## src/rtl/epe_pkg.sv

```systemverilog
package epe_pkg;

    // Depth of the input synchronizer; the latency formula in the brief assumes 2.
    localparam int SYNC_DEPTH = 2;

    typedef enum logic [1:0] {
        PULSE_IDLE = 2'b00,
        PULSE_SET  = 2'b01,
        PULSE_CLR  = 2'b10
    } pulse_e;

    // Output of the glitch filter: the accepted level and a one-cycle flag on change.
    typedef struct packed {
        logic level;
        logic moved;
    } filt_out_t;

    // Pulse that restores a given level at the receiver.
    function automatic pulse_e pulse_for(input logic lvl);
        return lvl ? PULSE_SET : PULSE_CLR;
    endfunction

endpackage

```

## src/rtl/epe_sync.sv

```systemverilog
module epe_sync #(
    parameter int DEPTH = 2
) (
    input  logic clk,
    input  logic rst,
    input  logic d,
    output logic q
);
    logic [DEPTH-1:0] chain_q;

    always_ff @(posedge clk) begin
        if (rst) begin
            chain_q <= '0;
        end else begin
            chain_q <= {chain_q[DEPTH-2:0], d};
        end
    end

    assign q = chain_q[DEPTH-1];
endmodule

```

## src/rtl/epe_filter.sv

```systemverilog
module epe_filter
    import epe_pkg::*;
#(
    parameter int FILT_CYCLES = 4
) (
    input  logic      clk,
    input  logic      rst,
    input  logic      raw,
    output filt_out_t fout
);
    localparam int CW = $clog2(FILT_CYCLES + 1);
    localparam logic [CW-1:0] LAST = CW'(FILT_CYCLES - 1);

    logic [CW-1:0] run_q;
    logic          level_q;
    logic          moved_q;

    always_ff @(posedge clk) begin
        if (rst) begin
            run_q   <= '0;
            level_q <= 1'b0;
            moved_q <= 1'b0;
        end else begin
            moved_q <= 1'b0;
            if (raw == level_q) begin
                run_q <= '0;
            end else if (run_q == LAST) begin
                level_q <= raw;
                run_q   <= '0;
                moved_q <= 1'b1;
            end else begin
                run_q <= run_q + 1'b1;
            end
        end
    end

    assign fout.level = level_q;
    assign fout.moved = moved_q;
endmodule

```

## src/rtl/epe_pulse_gen.sv

```systemverilog
module epe_pulse_gen
    import epe_pkg::*;
#(
    parameter int REFRESH_CYCLES = 100
) (
    input  logic      clk,
    input  logic      rst,
    input  filt_out_t fin,
    output logic      set_o,
    output logic      clr_o
);
    localparam int TW = $clog2(REFRESH_CYCLES);
    localparam logic [TW-1:0] DUE = TW'(REFRESH_CYCLES - 1);

    logic [TW-1:0] idle_q;
    pulse_e        next_pulse;

    always_comb begin
        if (fin.moved) begin
            next_pulse = pulse_for(fin.level);
        end else if (idle_q == DUE) begin
            next_pulse = pulse_for(fin.level);
        end else begin
            next_pulse = PULSE_IDLE;
        end
    end

    always_ff @(posedge clk) begin
        if (rst) begin
            idle_q <= '0;
            set_o  <= 1'b0;
            clr_o  <= 1'b0;
        end else begin
            if (next_pulse != PULSE_IDLE) begin
                idle_q <= '0;
            end else begin
                idle_q <= idle_q + 1'b1;
            end
            set_o <= (next_pulse == PULSE_SET);
            clr_o <= (next_pulse == PULSE_CLR);
        end
    end
endmodule

```

## src/rtl/edge_pulse_enc.sv

```systemverilog
module edge_pulse_enc
    import epe_pkg::*;
#(
    parameter int FILT_CYCLES    = 4,
    parameter int REFRESH_CYCLES = 100
) (
    input  logic clk,
    input  logic rst,
    input  logic din,
    output logic set_o,
    output logic clr_o
);
    logic      sync_q;
    filt_out_t filt;
    logic      flt_level;

    epe_sync #(.DEPTH(SYNC_DEPTH)) sync_i (
        .clk (clk),
        .rst (rst),
        .d   (din),
        .q   (sync_q)
    );

    epe_filter #(.FILT_CYCLES(FILT_CYCLES)) filt_i (
        .clk  (clk),
        .rst  (rst),
        .raw  (sync_q),
        .fout (filt)
    );

    epe_pulse_gen #(.REFRESH_CYCLES(REFRESH_CYCLES)) gen_i (
        .clk   (clk),
        .rst   (rst),
        .fin   (filt),
        .set_o (set_o),
        .clr_o (clr_o)
    );

    assign flt_level = filt.level;
endmodule

```

## config.mk

```make
export PLATFORM = sky130hd
export DESIGN_NAME = edge_pulse_enc
export DESIGN_NICKNAME = d
export VERILOG_FILES = /design/src/rtl/epe_pkg.sv /design/src/rtl/epe_sync.sv /design/src/rtl/epe_filter.sv /design/src/rtl/epe_pulse_gen.sv /design/src/rtl/edge_pulse_enc.sv
export SDC_FILE = /design/constraint.sdc
export NUM_CORES = 1
export LEC_CHECK = 0
export CAP_MARGIN = 25
export CORE_AREA = 5 5 47 49
export CTS_CLUSTER_SIZE = 24
export DETAILED_ROUTE_END_ITERATION = 12
export DIE_AREA = 0 0 52 54
export DONT_BUFFER_PORTS = 1
export PLACE_DENSITY = 0.52
export SLEW_MARGIN = 30
export SYNTH_ARGS = -nofsm -noshare
export SYNTH_HDL_FRONTEND = slang
export SYNTH_SLANG_ARGS = --single-unit
```

## constraint.sdc

```tcl
create_clock -name clk -period 1.8 [get_ports clk]
set_input_delay 0.36 -clock clk [delete_from_list [all_inputs] [get_ports clk]]
set_output_delay 0.36 -clock clk [all_outputs]
set_load 0.05 [all_outputs]
```

* After elaboration in Yosys (flattened, before gate mapping) *
Cells that the tools add are included.

cells by class
  $add $sub $neg = 2
  eq/ne operators = 5
  multiplexer cells = 4
  bitwise gates (word level) = 1
  reduce and logical (&&, ||, !) cells = 5

operators by type and width
  operator               number
  $add A7 B1 Y7 const B  1
  $eq A7 B7 Y1 const B   1
  $mux W2                3
  $reduce_or A2 Y1       2
  $add A3 B1 Y3 const B  1
  $eq A3 B2 Y1 const B   1
  $reduce_or A3 Y1       1
  $eq A2 B1 Y1 const B   1
  $eq A2 B2 Y1 const B   1
  $reduce_and A2 Y1      1
  $reduce_bool A2 Y1     1
  $eq A1 B1 Y1           1
  $mux W1                1
  $not A1 Y1             1

word-level totals
  register bits after elaboration = 16
  input port bits = 3
  output and inout port bits = 2

* Depth between registers and ports, before layout *
  depth in word-level cells = 5
  mapped depth = 4
  gate-level depth less buffers = 4

* Hierarchy *
A second synthesis with hierarchy kept.

second synthesis, totals
  cell total of the unflattened synthesis = 57
  area total of the unflattened synthesis = 605.6 um2

by module, submodules not included
  module         times used  cells each  area each (um2)
  epe_pulse_gen  1           36          351.6
  epe_filter     1           17          201.4
  epe_sync       1           4           52.6

* Worst setup path after synthesis *
Ideal clock, no wire load.

  path type = register -> register
  from = register gen_i.idle_q[0]
  to = register gen_i.idle_q[2]
  setup time = 124 ps
  data arrival time = 1276 ps
  slack = 401 ps
  cell stages (with the launch flop) = 5
  path buffers = 0
  cell sequence = dfxtp_1 > ha_1 > or4b_4 > o21ai_2 > nor2_1

between the ends
  longest elaborated chain between the ends = 5
  elaborated cells between the ends (all ways) = 6

RTL lines
  what                               RTL line             source
  start: declaration                 epe_pulse_gen.sv:15  logic [TW-1:0] idle_q;
  start signal: assignment           epe_pulse_gen.sv:37  idle_q <= idle_q + 1'b1;
  $eq A7 B7 Y1                       epe_pulse_gen.sv:21  end else if (idle_q == DUE) begin
  $mux W2                            epe_pulse_gen.sv:21
  $mux W2                            epe_pulse_gen.sv:19  if (fin.moved) begin
  $reduce_bool A2 Y1                 epe_pulse_gen.sv:34  if (next_pulse != PULSE_IDLE) begin
  $reduce_or A2 Y1 (no source line)  -

Several ways; a longest one is shown, not always the timed one.
A chain may end at the register's enable or synchronous reset.

* Worst setup path in the final report *
Ends and elaborated chain as after synthesis.

==> flow_results.org <==
** Pwr
- Max IR drop VDD :: 0.4123 mV
- Power share of the clock group :: 0.375
- Total power consumption of the routed design :: 0.6204 mW
- Share of total power consumed by net switching :: 0.2016
- Power spread over the standard cell area amounts to 951.8 nW/um^2.
- Switching component of the power :: 0.1251 mW
- Combinational fraction of design power :: 0.032
- Leakage power :: 0.2350 nW
- The internal portion of the total power is 0.4954 mW.
- Of the total power, registers draw 0.593.

** Clocking
- Number of H-tree branching levels :: 1
- Setup fix buffers added after clock tree synthesis :: 0
- TritonCTS built the clock tree.
- Bufs on Longest Clock Path :: 2
- Number of CTS-inserted buffers :: 3
- Count of instances resized after the clock tree is built :: 0
- After clock tree synthesis, the flow added hold-fix buffers numbering 0.
- For the worst-skew pair, the clock arrives at the later sink with an insertion delay of 290 ps.
- TritonCTS sink count :: 16
- Buffer cell driving the clock tree root :: clkbuf_4
- After clock tree synthesis, the clock-pin slew on the worst setup and hold paths is 90 ps.

** Yosys
- Post-synth EDFFs :: 0
- The synthesized netlist occupies a cell area of 581.8 sq um.
- Of the synthesized area, sequential elements account for 0.5505.
- Of the post-synthesis cell area, the dominant cell type holds 0.5505.
- Synthesized netlist cell count :: 57
- A synthesized cell averages 10.21 sq um.
- The netlist uses 19 different library cells.
- Total number of yosys warnings :: 0
- In the synthesized netlist, the cells that appear most often are 16 x dfxtp_1, 10 x nor2_1.
- Largest area contributor in the synthesized netlist :: dfxtp_1
- The most common cell in the synthesized netlist is dfxtp_1.
- Mapped Nets :: 63
- Leading post-synthesis cells by cell area :: dfxtp_1 55%, ha_1 6.5%, nor2_1 6.5%
- Commonest register cell after synthesis :: dfxtp_1
- The synthesized design contains 16 register bits.
- After synthesis, the share of flip-flops with an asynchronous set or reset is 0.

** Setup path
- R2R Path Start :: gen_i.idle_q[0]$_SDFF_PP0_
- Reg-to-reg endpoint :: gen_i.idle_q[2]$_SDFF_PP0_
- The critical path is of the flip-flop to flip-flop type.
- Crit path required time :: 1970 ps
- Reg2reg path depth :: 4
- Data arrives at the worst endpoint at 1700 ps.
- Register-to-register setup slack :: 270 ps
- Crit path capture type :: flip-flop
- The worst setup path is launched from a flip-flop.
- Highest fanout seen on the critical path :: 7

** Floorplanning
- I/O pin cnt :: 5
- After floorplanning, the core was sized to cover 1822 sq um.
- Die width :: 52 microns
- Measured along the y axis, the die boundary spans 54 microns.
- Initial Utilization :: 0.3194
- Die Outline Area :: 2808 sq um
- Number of cell rows :: 16

** Hold path
- Startpoint of the most critical hold path :: rst
- Along the worst hold path, the cell count comes to 1.
- The worst hold path belongs to the class input pin to flip-flop.
- The worst hold path terminates at gen_i.set_o$_SDFF_PP0_.

** Drt
- For this block, the routed nets add up to 781 microns of wire.
- The routed layout has 374 vias.
- Iteration count of the initial detailed-routing pass :: 4
- Number of nets with antenna violations after detailed routing :: 0
- Dividing the detail-routed wire length by the instance count gives 8.875 microns.
- For this block, the initial DRC count from the detailed router was 5.
- Remaining DRCs :: 0
- Drt via density :: 4.250

** Global routing
- Maximum number of pins on one net before global-route repair :: 10
- The number of antenna violations at the first check in global routing came to 0.
- Number of global-route vias before repair :: 357
- Global-route total usage across every layer :: 0.07280
- First-pass GRT wire length :: 1414 microns
- The total overflow left after global routing is 0.

** Finish
- Number of antenna cells inserted :: 0
- Number of nets in the finished design :: 68
- Across the whole layout, storage elements account for 320.3 sq um.
- Measured on the finished design, the core utilization comes to 0.3578.
- Final cell area excluding filler cells :: 651.9 sq um
- Filler instances :: 191
- Area of the multi-input gates :: 250.2 sq um
- The count of cells in the finished layout, fillers not included, comes to 88.
- Ratio of cells with drive above 1 in the final layout :: 0.1148
- Post-synthesis to final-layout area growth :: 12.04%

** Run status
- The flow ran to the end, and the final reports show no timing, DRC or antenna violations.

** Placement
- Placed Instances :: 84
- Routability-driven placement finished with a final weighted congestion of 0.7252.
- Port Buffer Count :: 0
- Placed cell area :: 615.6 sq um
- Post-Place Worst Slack :: 275.3 ps

** STA
- Worst slew margin relative to its limit :: 0.6853
- Setup TNS Final :: 0 ps
- The clock arrives with 5.782 ps of skew.
- Dividing the final minimum period by the clock period gives 0.8527.
- Worst hold margin :: 125.6 ps
- Crit path time final :: 1535 ps
- Unrepaired setup endpoints after global routing :: no
- Final Worst Setup Slack :: 265.1 ps
- The count of pins over their slew limit came to 0.
- The final-report hold violation count came to 0.
- Static timing analysis puts the maximum clock frequency at 0.6515 GHz.
- Least-Margin Pin Slew :: 471.5 ps
- Number of setup violations in the final report :: 0

** Job
- The tool flagged a number of max-cap violations equal to 0.
==> cells by family (layout without fill, tap and decap cells) <==
family	count (synthesis)	in the layout	synth area share
compound gates	6	6	0.06667
xor+xnor	4	4	0.06023
simple gates	24	24	0.2215
flops	16	16	0.5505
fa+ha+maj	3	3	0.06452
mux	1	1	0.01720
buf+inv	3	7	0.01935
==> worst max path at each step <==
stage                                     startpoint                          to  slack [ps]  depth (start not counted)
after detailed placement  gen_i.idle_q[0]$_SDFF_PP0_  gen_i.idle_q[2]$_SDFF_PP0_         280                          4
after CTS                 gen_i.idle_q[0]$_SDFF_PP0_  gen_i.idle_q[2]$_SDFF_PP0_         250                          4
after global routing      gen_i.idle_q[0]$_SDFF_PP0_  gen_i.idle_q[5]$_SDFF_PP0_         180                          4
after global placement    gen_i.idle_q[0]$_SDFF_PP0_  gen_i.idle_q[2]$_SDFF_PP0_         310                          4
final                     gen_i.idle_q[0]$_SDFF_PP0_  gen_i.idle_q[2]$_SDFF_PP0_         270                          4
after floorplan           gen_i.idle_q[0]$_SDFF_PP0_  gen_i.idle_q[2]$_SDFF_PP0_         400                          4
==> critical path: stages (launching register included) <==
cell,delay [ps]
dfxtp_1,360
ha_1,200
or4b_4,490
o21ai_2,290
nor2_1,90
==> metal layers <==
metal	vias to the layer above	part of all wire	GRT usage
met3	3	0.082	0.05540
li1	195	-	-
met4	0	0.010	0.03930
met2	13	0.43	0.1109
met5	-	0	0
met1	163	0.48	0.07155
==> placed cells by master (no fill, tap or decap) <==
cell	synthesis	routed
dfxtp_1	16	16
nor2b_1	2	2
nor3b_1	1	1
o21ba_1	1	1
a21oi_1	2	2
nor3_1	1	1
ha_1	3	3
nor2_1	10	10
inv_1	3	3
xor2_1	2	2
xnor2_1	2	2
o21ai_0	2	2
nand3_1	2	2
nor3b_2	1	1
o21ai_2	1	1
or3_1	3	3
mux2i_1	1	1
clkbuf_4	0	3
or4b_4	1	1
nand2_1	3	3
clkbuf_8	0	1
==> power groups by stage <==
stage / registers (mW) / logic (mW) / clock network, mW
3_3_place_gp: 0.376 / 0.0196 / 0
5_1_grt: 0.369 / 0.0234 / 0.266
6_report: 0.368 / 0.0200 / 0.233
3_5_place_dp: 0.376 / 0.0201 / 0
2_1_floorplan: 0.375 / 0.0172 / 0
4_1_cts: 0.368 / 0.0205 / 0.243
==> sequential cells by signal, summed over array words and instances (netlist names) <==
register        flops
filt_i.level_q      1
filt_i.moved_q      1
filt_i.run_q        3
gen_i.clr_o         1
gen_i.idle_q        7
gen_i.set_o         1
sync_i.chain_q      2
==> cell type report <==
type / instances / area share
multi-input combinational: 38 / 0.3839
tap: 27 / 0.05182
inverter: 3 / 0.01727
clock buffer: 4 / 0.05566
sequential: 16 / 0.4914
(Power assumes the default switching activity.)
